## src/rtl/fsksq_pkg.sv

```systemverilog
package fsksq_pkg;

    localparam int unsigned DEF_DATA_W  = 22;
    localparam int unsigned DEF_TONE_W  = 8;
    localparam int unsigned DEF_PRESC_W = 10;

    typedef enum logic {
        TONE_LO = 1'b0,
        TONE_HI = 1'b1
    } tone_sel_e;

    function automatic tone_sel_e sel_from_bit(input logic b);
        return b ? TONE_HI : TONE_LO;
    endfunction

endpackage

```

## src/rtl/fsksq_prescaler.sv

```systemverilog
module fsksq_prescaler #(
    parameter int unsigned PRESC_W = 10
) (
    input  logic               clk_i,
    input  logic               rst_ni,
    input  logic               en_i,
    output logic               tick_o,
    output logic [PRESC_W-1:0] count_o
);
    localparam logic [PRESC_W-1:0] LAST = '1;

    logic [PRESC_W-1:0] cnt_q;

    always_ff @(posedge clk_i or negedge rst_ni) begin
        if (!rst_ni)
            cnt_q <= '0;
        else if (!en_i)
            cnt_q <= '0;
        else
            cnt_q <= cnt_q + 1'b1;
    end

    assign tick_o  = en_i && (cnt_q == LAST);
    assign count_o = cnt_q;
endmodule

```

## src/rtl/fsksq_pointer.sv

```systemverilog
module fsksq_pointer #(
    parameter int unsigned N = 22
) (
    input  logic         clk_i,
    input  logic         rst_ni,
    input  logic         en_i,
    input  logic         adv_i,
    output logic [N-1:0] ptr_o,
    output logic         wrap_o
);
    localparam logic [N-1:0] HOME = N'(1);

    logic [N-1:0] ptr_q;

    always_ff @(posedge clk_i or negedge rst_ni) begin
        if (!rst_ni)
            ptr_q <= HOME;
        else if (!en_i)
            ptr_q <= HOME;
        else if (adv_i)
            ptr_q <= {ptr_q[N-2:0], ptr_q[N-1]};
    end

    assign ptr_o  = ptr_q;
    assign wrap_o = adv_i && ptr_q[N-1];
endmodule

```

## src/rtl/fsksq_bitsel.sv

```systemverilog
module fsksq_bitsel #(
    parameter int unsigned N = 22
) (
    input  logic [N-1:0] ptr_i,
    input  logic [N-1:0] word_i,
    output logic         bit_o
);
    logic [N-1:0] masked;

    for (genvar g = 0; g < N; g++) begin : g_mask
        assign masked[g] = ptr_i[g] & word_i[g];
    end

    assign bit_o = |masked;
endmodule

```

## src/rtl/fsksq_top.sv

```systemverilog
module fsksq_top
    import fsksq_pkg::*;
#(
    parameter int unsigned DATA_W  = DEF_DATA_W,
    parameter int unsigned TONE_W  = DEF_TONE_W,
    parameter int unsigned PRESC_W = DEF_PRESC_W
) (
    input  logic              clk_i,
    input  logic              rst_ni,
    input  logic              en_i,
    input  logic [TONE_W-1:0] tone_hi_i,
    input  logic [TONE_W-1:0] tone_lo_i,
    input  logic [DATA_W-1:0] word_i,
    output logic [TONE_W-1:0] sample_o,
    output logic              frame_o
);
    logic               tick_w;
    logic [PRESC_W-1:0] presc_w;
    logic [DATA_W-1:0]  ptr_w;
    logic               wrap_w;
    logic               bit_w;
    tone_sel_e          sel_w;
    logic [TONE_W-1:0]  sample_q;
    logic               frame_q;

    fsksq_prescaler #(.PRESC_W(PRESC_W)) u_presc (
        .clk_i   (clk_i),
        .rst_ni  (rst_ni),
        .en_i    (en_i),
        .tick_o  (tick_w),
        .count_o (presc_w)
    );

    fsksq_pointer #(.N(DATA_W)) u_ptr (
        .clk_i  (clk_i),
        .rst_ni (rst_ni),
        .en_i   (en_i),
        .adv_i  (tick_w),
        .ptr_o  (ptr_w),
        .wrap_o (wrap_w)
    );

    fsksq_bitsel #(.N(DATA_W)) u_sel (
        .ptr_i  (ptr_w),
        .word_i (word_i),
        .bit_o  (bit_w)
    );

    assign sel_w = sel_from_bit(bit_w);

    always_ff @(posedge clk_i or negedge rst_ni) begin
        if (!rst_ni) begin
            sample_q <= '0;
            frame_q  <= 1'b0;
        end else if (!en_i) begin
            sample_q <= '0;
            frame_q  <= 1'b0;
        end else begin
            sample_q <= (sel_w == TONE_HI) ? tone_hi_i : tone_lo_i;
            frame_q  <= wrap_w;
        end
    end

    assign sample_o = sample_q;
    assign frame_o  = frame_q;
endmodule

```

## config.mk

```make
export PLATFORM = sky130hd
export DESIGN_NAME = fsksq_top
export DESIGN_NICKNAME = d
export VERILOG_FILES = /design/src/rtl/fsksq_pkg.sv /design/src/rtl/fsksq_prescaler.sv /design/src/rtl/fsksq_pointer.sv /design/src/rtl/fsksq_bitsel.sv /design/src/rtl/fsksq_top.sv
export SDC_FILE = /design/constraint.sdc
export NUM_CORES = 1
export LEC_CHECK = 0
export CAP_MARGIN = 20
export CELL_PAD_IN_SITES_DETAIL_PLACEMENT = 0
export CELL_PAD_IN_SITES_GLOBAL_PLACEMENT = 1
export CORE_ASPECT_RATIO = 0.8
export CORE_MARGIN = 2
export CORE_UTILIZATION = 40
export DETAILED_ROUTE_END_ITERATION = 10
export GPL_ROUTABILITY_DRIVEN = 0
export PLACE_DENSITY_LB_ADDON = 0.1
export REMOVE_ABC_BUFFERS = 1
export SLEW_MARGIN = 5
export SYNTH_ARGS = -nofsm -noshare
export SYNTH_HDL_FRONTEND = slang
export SYNTH_SLANG_ARGS = --single-unit
```

## constraint.sdc

```tcl
create_clock -name clk_i -period 5.09 [get_ports clk_i]
set_clock_uncertainty 0.1 [all_clocks]
set_input_delay 0.509 -clock clk_i [delete_from_list [all_inputs] [get_ports clk_i]]
set_output_delay 0.509 -clock clk_i [all_outputs]
set_load 0.01 [all_outputs]
```

Yosys cells after proc, flatten, opt, wreduce, memory -nomap -nowiden
Cells that the tools add are included. W data, S select, Z words.

Equal/unequal tests: 2. Reduce and logical (&&, ||, !) cells: 3. $add $sub $neg: 1. Bitwise logic cells: 22. Shift operators: 0. Div/mod/pow operators: 0. Mux-type cells: 7. $lt $le $gt $ge: 0. $mul: 0.

Operators by type and width (count): $mux W22 (2); $and A1 B1 Y1 (22); $reduce_or A22 Y1 (1); $mux W8 (2); $add A10 B1 Y10 const B (1); $eq A10 B10 Y1 const B (1); $mux W10 (1); $logic_and A1 B1 Y1 (2); $mux W1 (2); $ne A2 B1 Y1 const B (1).

Register bits after elaboration: 41. Bits in latches: 0. Bits in writable memories: 0. Output and inout port bits: 9. Input bits: 41. Logic and storage cells: 39. Bits in read-only memories: 0. Memories kept: 0.

Longest topological paths before layout
Gate-level depths: netlist of the first run.

Word-level depth: 5. Depth in mapped cells: 6. Mapped depth without buffers: 5.

By module
From an unflattened synthesis of the first run, not the netlist that was laid out.

Cells, all modules: 160. Area, all modules: 1930.6 um^2.

By module, submodules not included: fsksq_pointer (sequential area each 551.8 um^2, area each 972.2 um^2, cells each 72, times used 1); fsksq_prescaler (sequential area each 250.2 um^2, area each 471.7 um^2, cells each 47, times used 1); fsksq_top (sequential area each 225.2 um^2, area each 372.9 um^2, cells each 27, times used 1); fsksq_bitsel (sequential area each 0.0 um^2, area each 113.9 um^2, cells each 14, times used 1).

Least setup slack after synthesis of the first run
Ideal clock, no wire load.

Path kind: input-to-reg. From: input port word_i[1]. To: register sample_q[0] (netlist: sample_o[0]). Setup slack: 3.284 ns. Arrival: 1.627 ns. Data required time: 4.911 ns. Cell stages on the path: 5. Path buffers: 0. Setup time: 0.079 ns. Path through: a22o_1 > a221oi_2 > nand3_2 > nor3_4 > mux2i_1.

Word-level cells in the longest chain between the ends: 5.

Ends and longest elaborated chain: from (decl) (RTL line fsksq_top.sv:13) `input logic [DATA_W-1:0] word_i,`; $and A1 B1 Y1 (RTL line fsksq_bitsel.sv:11) `assign masked[g] = ptr_i[g] & word_i[g];`; $reduce_or A22 Y1 (RTL line fsksq_bitsel.sv:14) `assign bit_o = |masked;`; $mux W1 (RTL line fsksq_pkg.sv:13) `return b ? TONE_HI : TONE_LO;`; $mux W8 (RTL line fsksq_top.sv:59) `sample_q <= (sel_w == TONE_HI) ? tone_hi_i : tone_lo_i;`; $mux W8 (RTL line fsksq_top.sv:55) `end else if (!en_i) begin`; to (signal assigned) (RTL line fsksq_top.sv:59); to (decl) (RTL line fsksq_top.sv:23) `logic [TONE_W-1:0] sample_q;`.

Every way passes these cells. A chain may end at the register's enable or synchronous reset.

Worst setup path after layout of the first run
From: input port en_i. To: register u_ptr.ptr_q[10] (netlist: u_ptr.ptr_o[10]).

Word-level cells in the longest chain between the ends: 2. Elaborated cells between the ends (all ways): 3. Classes of those cells: eq/ne: 1; mux: 1; reduce/logical: 1.

Ends and longest elaborated chain: from (decl) (RTL line fsksq_top.sv:10) `input logic en_i,`; $logic_and A1 B1 Y1 (RTL line fsksq_prescaler.sv:23) `assign tick_o = en_i && (cnt_q == LAST);`; $ne A2 B1 Y1 (no source line); to (signal assigned) (RTL line fsksq_pointer.sv:21) `ptr_q <= {ptr_q[N-2:0], ptr_q[N-1]};`; to (decl) (RTL line fsksq_pointer.sv:13) `logic [N-1:0] ptr_q;`.

Parallel ways exist; a longest one is shown, timed or not.

==> run summary, run 1 <==
CP required - 5.22 ns
Setup CP Type - in2reg
Remaining Overflow, GRT - 0
DR vias/cell - 5.01
Post-layout util - 56.7%
CTS tree - yes
Die W - 79.4 microns
Worst stage delay on the critical path - 1.00 ns
Comb pwr share - 10.6%
Final WS setup - 2.59 ns
Setup TNS - 0 ns
Uppermost routed layer - met4
Post-synth EDFFs - 0
Clock network latency to the later pin of the worst-skew pair - 0.29 ns
Worst Tran Pin Value - 0.904 ns
Wire length of the first global-routing pass - 6460 microns
Filler cell count - 368
Std-Cell Rows - 21
Detailed placement HPWL - 2650 microns
Worst IR Drop VDD - 0.101 mV
RSZ-0062 raised after global routing - no
Wire length per cell - 14.7 microns
WHS - 0.242 ns
CTS Buf Count - 5
P_sw - 0.000138 W
Int Pwr - 0.000495 W
Via Count - 1262
Cells along the critical path - clkdlybuf4s50_1, nor2b_2, a22o_2
Router iterations before antenna repair - 4
Die Y - 64.3 microns
Period utilization - 49.1%
CTS clk-pin slew, worst paths - 0.08 ns
PwrDens - 261 mW/mm^2
Port bufs - 49
Total GRT Usage - 16.5%
Yosys cell types - 31
Storage element area - 0.00103 sq mm
Share of power burned in registers - 53.0%
Wire length on met1 - 1860 microns
Number of buffers on the longest clock path - 2
Antenna Nets Post-Route - 0
Synth Register Bits - 41
Initial antenna violation count - 0
Crit path max fanout - 29
CP max stage cell - clkdlybuf4s50_1
Area taken by multi-input logic gates - 737 sq um
Outcome - finished clean
Worst Hold Class - in2async
Main synth FF type - dfrtp_1
DR WL met2 - 1550 microns
Dpl ws - 2.28 ns
# setup viols final - 0
Starting Density - 42.5%
Die footprint - 0.00511 sq mm
CP startpoint kind - input port
Seq/Total Area, Yosys - 56.4%
H-tree depth - 2
Hold buffer count at cts - 0
Drt drc - 0
Vias in the first global route - 1326
Ant. Diodes - 0
Max-slew violations - 0
Io pins - 50
WL met3 - 239 microns
Mapped Area - 0.00182 sq mm
P&R area growth vs syn - 33.5%
Fmax - 400 MHz
Ys Warns - 0
Largest net degree at the start of global routing - 42
Clock power frac - 36.4%
CTS sink count - 41
Tmin final - 2.50 ns
Fraction of registers with async set or reset after synthesis - 100%
Starting DRT DRC Count - 92
Final hold vios - 0
Switch share - 21.8%
Crit end category - register
Share of cells above drive strength 1 - 20.5%
Clk root buf - clkbuf_8
Drt total wl - 3710 microns
PostCTS Resize Cnt - 0
Non-Filler Instances - 252
Post-CTS Setup Bufs - 0
Placed cells - 244
Syn Inst Count - 145
Nets - 236
Core area - 0.00428 sq mm
Critical path arrival - 2.63 ns
Syn Area/Cell - 12.6 sq um
Slew HR - 39.8%
Cell leakage power - 1.11 nW
Max Cap Violations - 0
cells in the mapped netlist (2+ instances only):
cell type,number,area share (%)
buf_6,2,1.2
nand3_1,5,1.4
and3_2,2,0.82
a22o_1,2,0.96
mux2i_1,8,4.4
buf_4,2,0.82
xnor2_1,6,2.9
nand4_1,2,0.69
clkbuf_1,3,0.62
dfrtp_1,40,55
and4_4,2,1.2
a22oi_1,8,3.3
nand2_1,17,3.5
and2_1,8,2.7
a22o_2,21,12
inv_1,2,0.41
state kept, by name, summed over array words and instances (netlist names):
signal           count
u_ptr.ptr_o         22
u_presc.count_o     10
frame_o              1
sample_o             8
cells by family after synthesis:
family / Yosys count / share of synthesized area, %
mux: 8 / 4.40
compound gates: 35 / 17.8
fa+ha+maj: 1 / 0.687
simple gates: 44 / 14.2
buf+inv: 9 / 3.09
xor+xnor: 7 / 3.37
flops: 41 / 56.4
placed cells by master, fill, tap and decap left out, types with 2 or more instances in the layout:
cell	instances
and2_1	8
and4_4	2
clkbuf_8	7
a22o_1	2
nand4_1	2
nand2_1	17
mux2i_1	8
a22oi_1	8
dfrtp_1	40
xnor2_1	6
a22o_2	21
clkdlybuf4s50_1	48
inv_1	2
nand3_1	5
and3_2	2
critical path: cells and delay by family:
family	cells	cell delay, ns
AOI/OAI and AO/OA	1	0.27
buffers and inverters	1	1.00
and+or+nand+nor	1	0.85
routing by layer:
metal  track usage [%]  vias up
li1                  -      622
met5                 0        -
met3              5.51        7
met1              23.7      596
met2              22.9       37
met4              6.47        0
worst paths after layout:
path,start,endpoint,slack [ns],cells past startpoint
worst max register to register,u_presc.count_o[3],u_ptr.ptr_o[10],2.95,5
max in group asynchronous,rst_ni,sample_o[6],4.08,1
worst min-delay path,rst_ni,u_presc.count_o[5],0.24,1
worst min register to register,u_ptr.ptr_o[0],u_ptr.ptr_o[0],0.39,2
min in group clk_i,u_ptr.ptr_o[0],u_ptr.ptr_o[0],0.39,2
worst max-delay path,en_i,u_ptr.ptr_o[10],2.59,3
through the flow:
stage          area, sq um  power [W]
3_5_place_dp          2330   0.000410
6_report              2430   0.000633
5_1_grt               2430   0.000664
4_1_cts               2430   0.000640
2_1_floorplan         1770   0.000358
3_3_place_gp          2330   0.000408
power by group through the flow:
stage / logic, W / clock network [W] / registers, W
after floorplan: 0.0000139 / 0 / 0.000344
after global placement: 0.0000666 / 0 / 0.000341
after detailed placement: 0.0000679 / 0 / 0.000342
after CTS: 0.0000683 / 0.000236 / 0.000336
after global routing: 0.0000738 / 0.000254 / 0.000336
final: 0.0000669 / 0.000231 / 0.000336
area by class of cell:
cell class	count	area share, %
clock buffers	7	3.96
clock inverters	1	0.206
inverters	2	0.309
multi-input cells	95	30.3
flip-flops and latches	41	42.3
well taps	57	2.94
repair buffers	49	20.0
(Power assumes the default switching activity.)
==> run 2, diff against run 1 <==
- CORE_UTILIZATION: 40 -> 37
- clock period: 5.09 -> 2.58 ns (I/O delays scaled with it)
==> run summary, run 2 (synthesis gave the netlist of run 1 again) <==
Commonest non-fill, non-tap cell in the layout - clkdlybuf4s50_1
H-tree depth - 2 (unchanged)
Antenna Nets Post-Route - 0 (unchanged)
Period utilization - 83.7%
CTS tree - yes
Comb pwr share - 10.6% (about the same)
Wire length per cell - 14.8 microns (+0.64%)
Starting DRT DRC Count - 62 (-33%)
Worst IR Drop VDD - 0.237 mV (+130%)
Crit path max fanout - 22 (-24%)
P_sw - 0.000279 W (+100%)
Failing checks - hold timing
CTS sink count - 41 (unchanged)
Post-route cell area - 0.00244 sq mm (+0.46%)
Worst Hold Class - in2async
Router iterations before antenna repair - 4 (unchanged)
Total GRT Usage - 15.3% (-1.2 points)
RSZ-0062 raised after global routing - no
Vias in the first global route - 1299 (-2.0%)
Remaining Overflow, GRT - 0 (unchanged)
Hold buffer count at cts - 0 (unchanged)
Outcome - complete, but fails checks
PostCTS Resize Cnt - 0 (unchanged)
Clock network latency to the later pin of the worst-skew pair - 0.30 ns (about the same)
Placed cells - 248 (+1.6%)
Total power - 0.00126 W (+99%)
Ant. Diodes - 0 (unchanged)
Highest-count cells in the layout ignoring fill and taps - clkdlybuf4s50_1, dfrtp_1, a22o_2
Critical path arrival - 2.29 ns (-0.34 ns)
Non-Filler Instances - 256 (+1.6%)
Via Count - 1292 (+2.4%)
Int Pwr - 0.000978 W (+97%)
Clock power frac - 36.7% (+0.3 points)
DR vias/cell - 5.05 (+0.78%)
Detailed placement HPWL - 2710 microns (+2.0%)
Wire length of the first global-routing pass - 6080 microns (-5.9%)
CTS Buf Count - 5 (unchanged)
CP required - 2.71 ns (-2.51 ns)
Nets - 237 (+0.42%)
Starting Density - 39.1% (-3.4 points)
Setup CP Type - reg2reg
Filler cell count - 431 (+17%)
Io pins - 50 (unchanged)
Die footprint - 0.00550 sq mm (+7.6%)
PwrDens - 515 mW/mm^2 (+98%)
Tmin final - 2.16 ns
Worst Tran Pin Value - 0.884 ns (-0.0195 ns)
Max-slew violations - 0 (unchanged)
CP startpoint kind - register
Port bufs - 49 (unchanged)
Die W - 82.4 microns (+3.8%)
Largest net degree at the start of global routing - 42 (unchanged)
Share of cells above drive strength 1 - 20.9% (+0.41 points)
Share of power burned in registers - 52.7% (-0.3 points)
Final hold vios - 31 (+31)
# setup viols final - 0 (unchanged)
P&R area growth vs syn - 34.1%
Initial antenna violation count - 0 (unchanged)
CTS clk-pin slew, worst paths - 0.08 ns (about the same)
Drt total wl - 3790 microns (+2.2%)
Drt drc - 0 (unchanged)
Largest register FFs - 22 (unchanged)
Max Cap Violations - 0 (unchanged)
Slew HR - 41.1% (+1.3 points)
Fmax - 463 MHz
Cell leakage power - 1.12 nW (+0.43%)
Std-Cell Rows - 22 (+4.8%)
Reg2Reg Setup Slack - 0.42 ns (-2.53 ns)
Setup TNS - 0 ns (unchanged)
Clk root buf - clkbuf_8
Switch share - 22.2% (+0.41 points)
Die Y - 66.7 microns (+3.7%)
Crit end category - register
Post-CTS Setup Bufs - 0 (unchanged)
Core area - 0.00465 sq mm (+8.6%)
WHS - -0.0267 ns (-0.269 ns)
Number of buffers on the longest clock path - 2 (unchanged)
Instance area at placement - 0.00234 sq mm (+0.48%)
[run 2: changes by cell type in the layout (fill, tap and decap cells not counted)]
cell,previous run,this run
buf_4,0,1
[run 2: power by group through the flow]
stage / Sequential [W] / Clock (W) / Combinational [W]
floorplan: 0.000678 / 0 / 0.0000273
CTS: 0.000662 / 0.000474 / 0.000137
global route: 0.000663 / 0.000503 / 0.000147
global placement: 0.000674 / 0 / 0.000133
finish: 0.000662 / 0.000462 / 0.000133
detailed placement: 0.000674 / 0 / 0.000136
[run 2: metrics by stage]
| stage | hold slack [ns] | utilization [%] | worst slack (ns) |
|---|---|---|---|
| global route | 0.0543 | 52.5 | 0.248 |
| CTS | 0.0182 | 52.5 | 0.413 |
| detailed placement | 0.349 | 50.3 | 0.372 |
| finish | -0.0267 | 52.5 | 0.422 |
| floorplan | -0.138 | - | 0.747 |
| global placement | 0.324 | 50.3 | 0.437 |
[run 2: area by class of cell]
cell class / count / area, sq um / share of cell area (%)
clock buffers: 7 / 96.3 / 3.95
clock inverters: 1 / 5.00 / 0.205
inverters: 2 / 7.51 / 0.308
multi-input cells: 95 / 737 / 30.2
flip-flops and latches: 41 / 1030 / 42.1
well taps: 60 / 75.1 / 3.08
repair buffers: 50 / 493 / 20.2
[run 2: worst paths after layout]
check,end,depth (start not counted),start
max,u_ptr.ptr_o[5],5,u_presc.count_o[3]
min,u_presc.count_o[5],1,rst_ni
max reg2reg,u_ptr.ptr_o[5],5,u_presc.count_o[3]
min reg2reg,u_ptr.ptr_o[0],2,u_ptr.ptr_o[0]
max in group asynchronous,sample_o[4],1,rst_ni
min in group clk_i,u_ptr.ptr_o[0],2,u_ptr.ptr_o[0]
[run 2: critical path, stage by stage (launching register included)]
cell and delay, ns:
dfrtp_1 0.43, and4_4 0.22, and3_1 0.18, and4_4 0.21
nor2b_2 0.68, a22o_2 0.26
[run 2: metal layers]
metal / wire (microns) / part of all wire, % / track usage [%] / up-vias
li1: - / - / - / 627
met1: 1810 / 48 / 21.1 / 628
met2: 1710 / 45 / 22.0 / 30
met3: 216 / 5.7 / 5.15 / 7
met4: 63 / 1.7 / 6.25 / 0
met5: 0 / 0 / 0 / -
==> run 3, diff against run 2 <==
- clock period: 2.58 -> 2.2 ns (I/O delays scaled with it)
==> run summary, run 3 (synthesis gave the netlist of run 1 again) <==
Outcome - finished clean
CP Launch Point - u_presc.count_o[3]
RSZ-0062 raised after global routing - no
CTS clk-pin slew, worst paths - 0.08 ns (about the same)
Std-Cell Rows - 22 (unchanged)
Antenna Nets Post-Route - 0 (unchanged)
R2R depth - 5 (unchanged)
Die Y - 66.7 microns (unchanged)
Critical path arrival - 1.99 ns (-0.30 ns)
Via Count - 1324 (+2.5%)
Detailed placement HPWL - 2730 microns (+1.0%)
Largest register FFs - 22 (unchanged)
Drt drc - 0 (unchanged)
Wire length per cell - 15.1 microns (+1.9%)
Vias in the first global route - 1314 (+1.2%)
Period utilization - 84.5% (+0.87 points)
Largest net degree at the start of global routing - 42 (unchanged)
Ant. Diodes - 0 (unchanged)
CP dominant cell by count - and4_4
CTS Buf Count - 5 (unchanged)
Filler cell count - 397 (-7.9%)
Fmax - 538 MHz (+16%)
Post-route cell area - 0.00248 sq mm (+1.7%)
Max Cap Violations - 0 (unchanged)
Setup CP Type - reg2reg
Commonest non-fill, non-tap cell in the layout - clkdlybuf4s50_1
Nets - 239 (+0.84%)
Clock power frac - 40.4% (+3.7 points)
Die W - 82.4 microns (unchanged)
Remaining Overflow, GRT - 0 (unchanged)
Wire length of the first global-routing pass - 6410 microns (+5.5%)
Crit path max fanout - 22 (unchanged)
Port bufs - 49 (unchanged)
Worst IR Drop VDD - 0.367 mV (+55%)
Starting DRT DRC Count - 38 (-39%)
Max-slew violations - 0 (unchanged)
Reg2reg start - u_presc.count_o[3]
Io pins - 50 (unchanged)
Share of cells above drive strength 1 - 21.2% (+0.29 points)
Drt total wl - 3890 microns (+2.7%)
Clk root buf - clkbuf_8
Slew HR - 40.5% (-0.57 points)
# setup viols final - 0 (unchanged)
Router iterations before antenna repair - 4 (unchanged)
CP required - 2.33 ns (-0.38 ns)
Initial antenna violation count - 0 (unchanged)
Delay-heaviest family, CP - simple AND/OR/NAND/NOR gates
Instance area at placement - 0.00235 sq mm (+0.32%)
P_sw - 0.000334 W (+20%)
Setup TNS - 0 ns (unchanged)
Switch share - 21.3% (-0.89 points)
Total GRT Usage - 15.8% (+0.50 points)
Clock network latency to the later pin of the worst-skew pair - 0.29 ns (about the same)
Worst Tran Pin Value - 0.893 ns (+0.00849 ns)
CP max stage cell - nor2b_4
Hold Crit Start - tone_hi_i[6]
Starting Density - 39.1% (unchanged)
DR vias/cell - 5.13 (+1.7%)
CTS tree - yes
CTS sink count - 41 (unchanged)
Die footprint - 0.00550 sq mm (unchanged)
Final hold vios - 0 (-100%)
Number of buffers on the longest clock path - 2 (unchanged)
Worst Hold Class - in2reg
Worst stage delay on the critical path - 0.44 ns (-0.24 ns)
Reg2Reg Setup Slack - 0.34 ns (-0.08 ns)
PwrDens - 632 mW/mm^2 (+23%)
Highest-count cells in the layout ignoring fill and taps - clkdlybuf4s50_1, dfrtp_1, a22o_2
Core area - 0.00465 sq mm (unchanged)
Worst Hold Path Cells - 3
Tmin final - 1.86 ns (-0.299 ns)
Share of power burned in registers - 49.5% (-3.2 points)
P&R area growth vs syn - 36.4%
CP startpoint kind - register
H-tree depth - 2 (unchanged)
Comb pwr share - 10.2% (-0.4 points)
Buf/Inv on CP - 0 (unchanged)
Stages on worst setup path - 5 (unchanged)
Cell leakage power - 1.13 nW (+1.5%)
Int Pwr - 0.00124 W (+26%)
Crit end category - register
Cells along the critical path - and4_4, and3_1, and4_4, nor2b_4, a22o_2
[run 3: changes by cell type in the layout (fill, tap and decap cells not counted)]
| cell | change |
|---|---|
| buf_4 | +1 |
| bufinv_16 | +1 |
| clkbuf_8 | -1 |
| clkinv_2 | -1 |
| clkinvlp_4 | +1 |
| dlygate4sd3_1 | +1 |
| nor2b_2 | -1 |
| nor2b_4 | +1 |
[run 3: worst paths after layout]
kind / endpoint
min in group asynchronous: u_presc.count_o[9]
worst max register to register: u_ptr.ptr_o[7]
worst min register to register: u_ptr.ptr_o[0]
worst max-delay path: u_ptr.ptr_o[7]
max in group asynchronous: sample_o[4]
worst min-delay path: sample_o[6]
[run 3: cell type report]
class                           instances  area [sq um]  area share [%]
Multi-Input combinational cell         95           742            29.9
Clock buffer                            6          82.6            3.33
Tap cell                               60          75.1            3.02
Sequential cell                        41          1030            41.4
Inverter                                2          7.51           0.302
Clock inverter                          2          37.5            1.51
Timing Repair Buffer                   52           510            20.6
[run 3: repair_timing]
| item | 4_1_cts | 5_1_grt |
|---|---|---|
| hold endpoints to repair | 40 | 0 |
| gates resized for setup | 0 | 1 |
| setup buffers | 0 | 0 |
| setup endpoints to repair | 0 | 22 |
| hold buffers | 1 | 0 |
[run 3: worst register-to-register path: stages (launching register included)]
cell and delay, ns:
dfrtp_1 0.42, and4_4 0.22, and3_1 0.19, and4_4 0.21, nor2b_4 0.44, a22o_2 0.23
[run 3: power by group through the flow]
stage | combinational, W | sequential (W) | clock [W]
2_1_floorplan | 0.0000321 | 0.000795 | 0
3_3_place_gp | 0.000158 | 0.000790 | 0
3_5_place_dp | 0.000161 | 0.000791 | 0
4_1_cts | 0.000163 | 0.000776 | 0.000645
5_1_grt | 0.000176 | 0.000777 | 0.000685
6_report | 0.000160 | 0.000776 | 0.000633
[run 3: metrics by stage]
step | utilization [%] | instances | setup WS (ns) | hold WS, ns | total power (W)
after floorplan | - | 138 | 0.367 | -0.176 | 0.000827
after global placement | 50.5 | 249 | 0.153 | 0.287 | 0.000948
after detailed placement | 50.5 | 249 | 0.0664 | 0.300 | 0.000952
after CTS | 53.3 | 258 | 0.0512 | 0.370 | 0.00158
after global routing | 53.4 | 258 | 0.241 | 0.384 | 0.00164
final | 53.4 | 258 | 0.340 | 0.377 | 0.00157
[run 3: per-layer routing]
layer / wire length (microns) / up-vias / GRT usage, %
met1: 1940 / 654 / 23.1
met4: 46 / 0 / 5.63
met5: 0 / - / 0
met2: 1680 / 33 / 21.8
li1: - / 632 / -
met3: 232 / 5 / 5.01
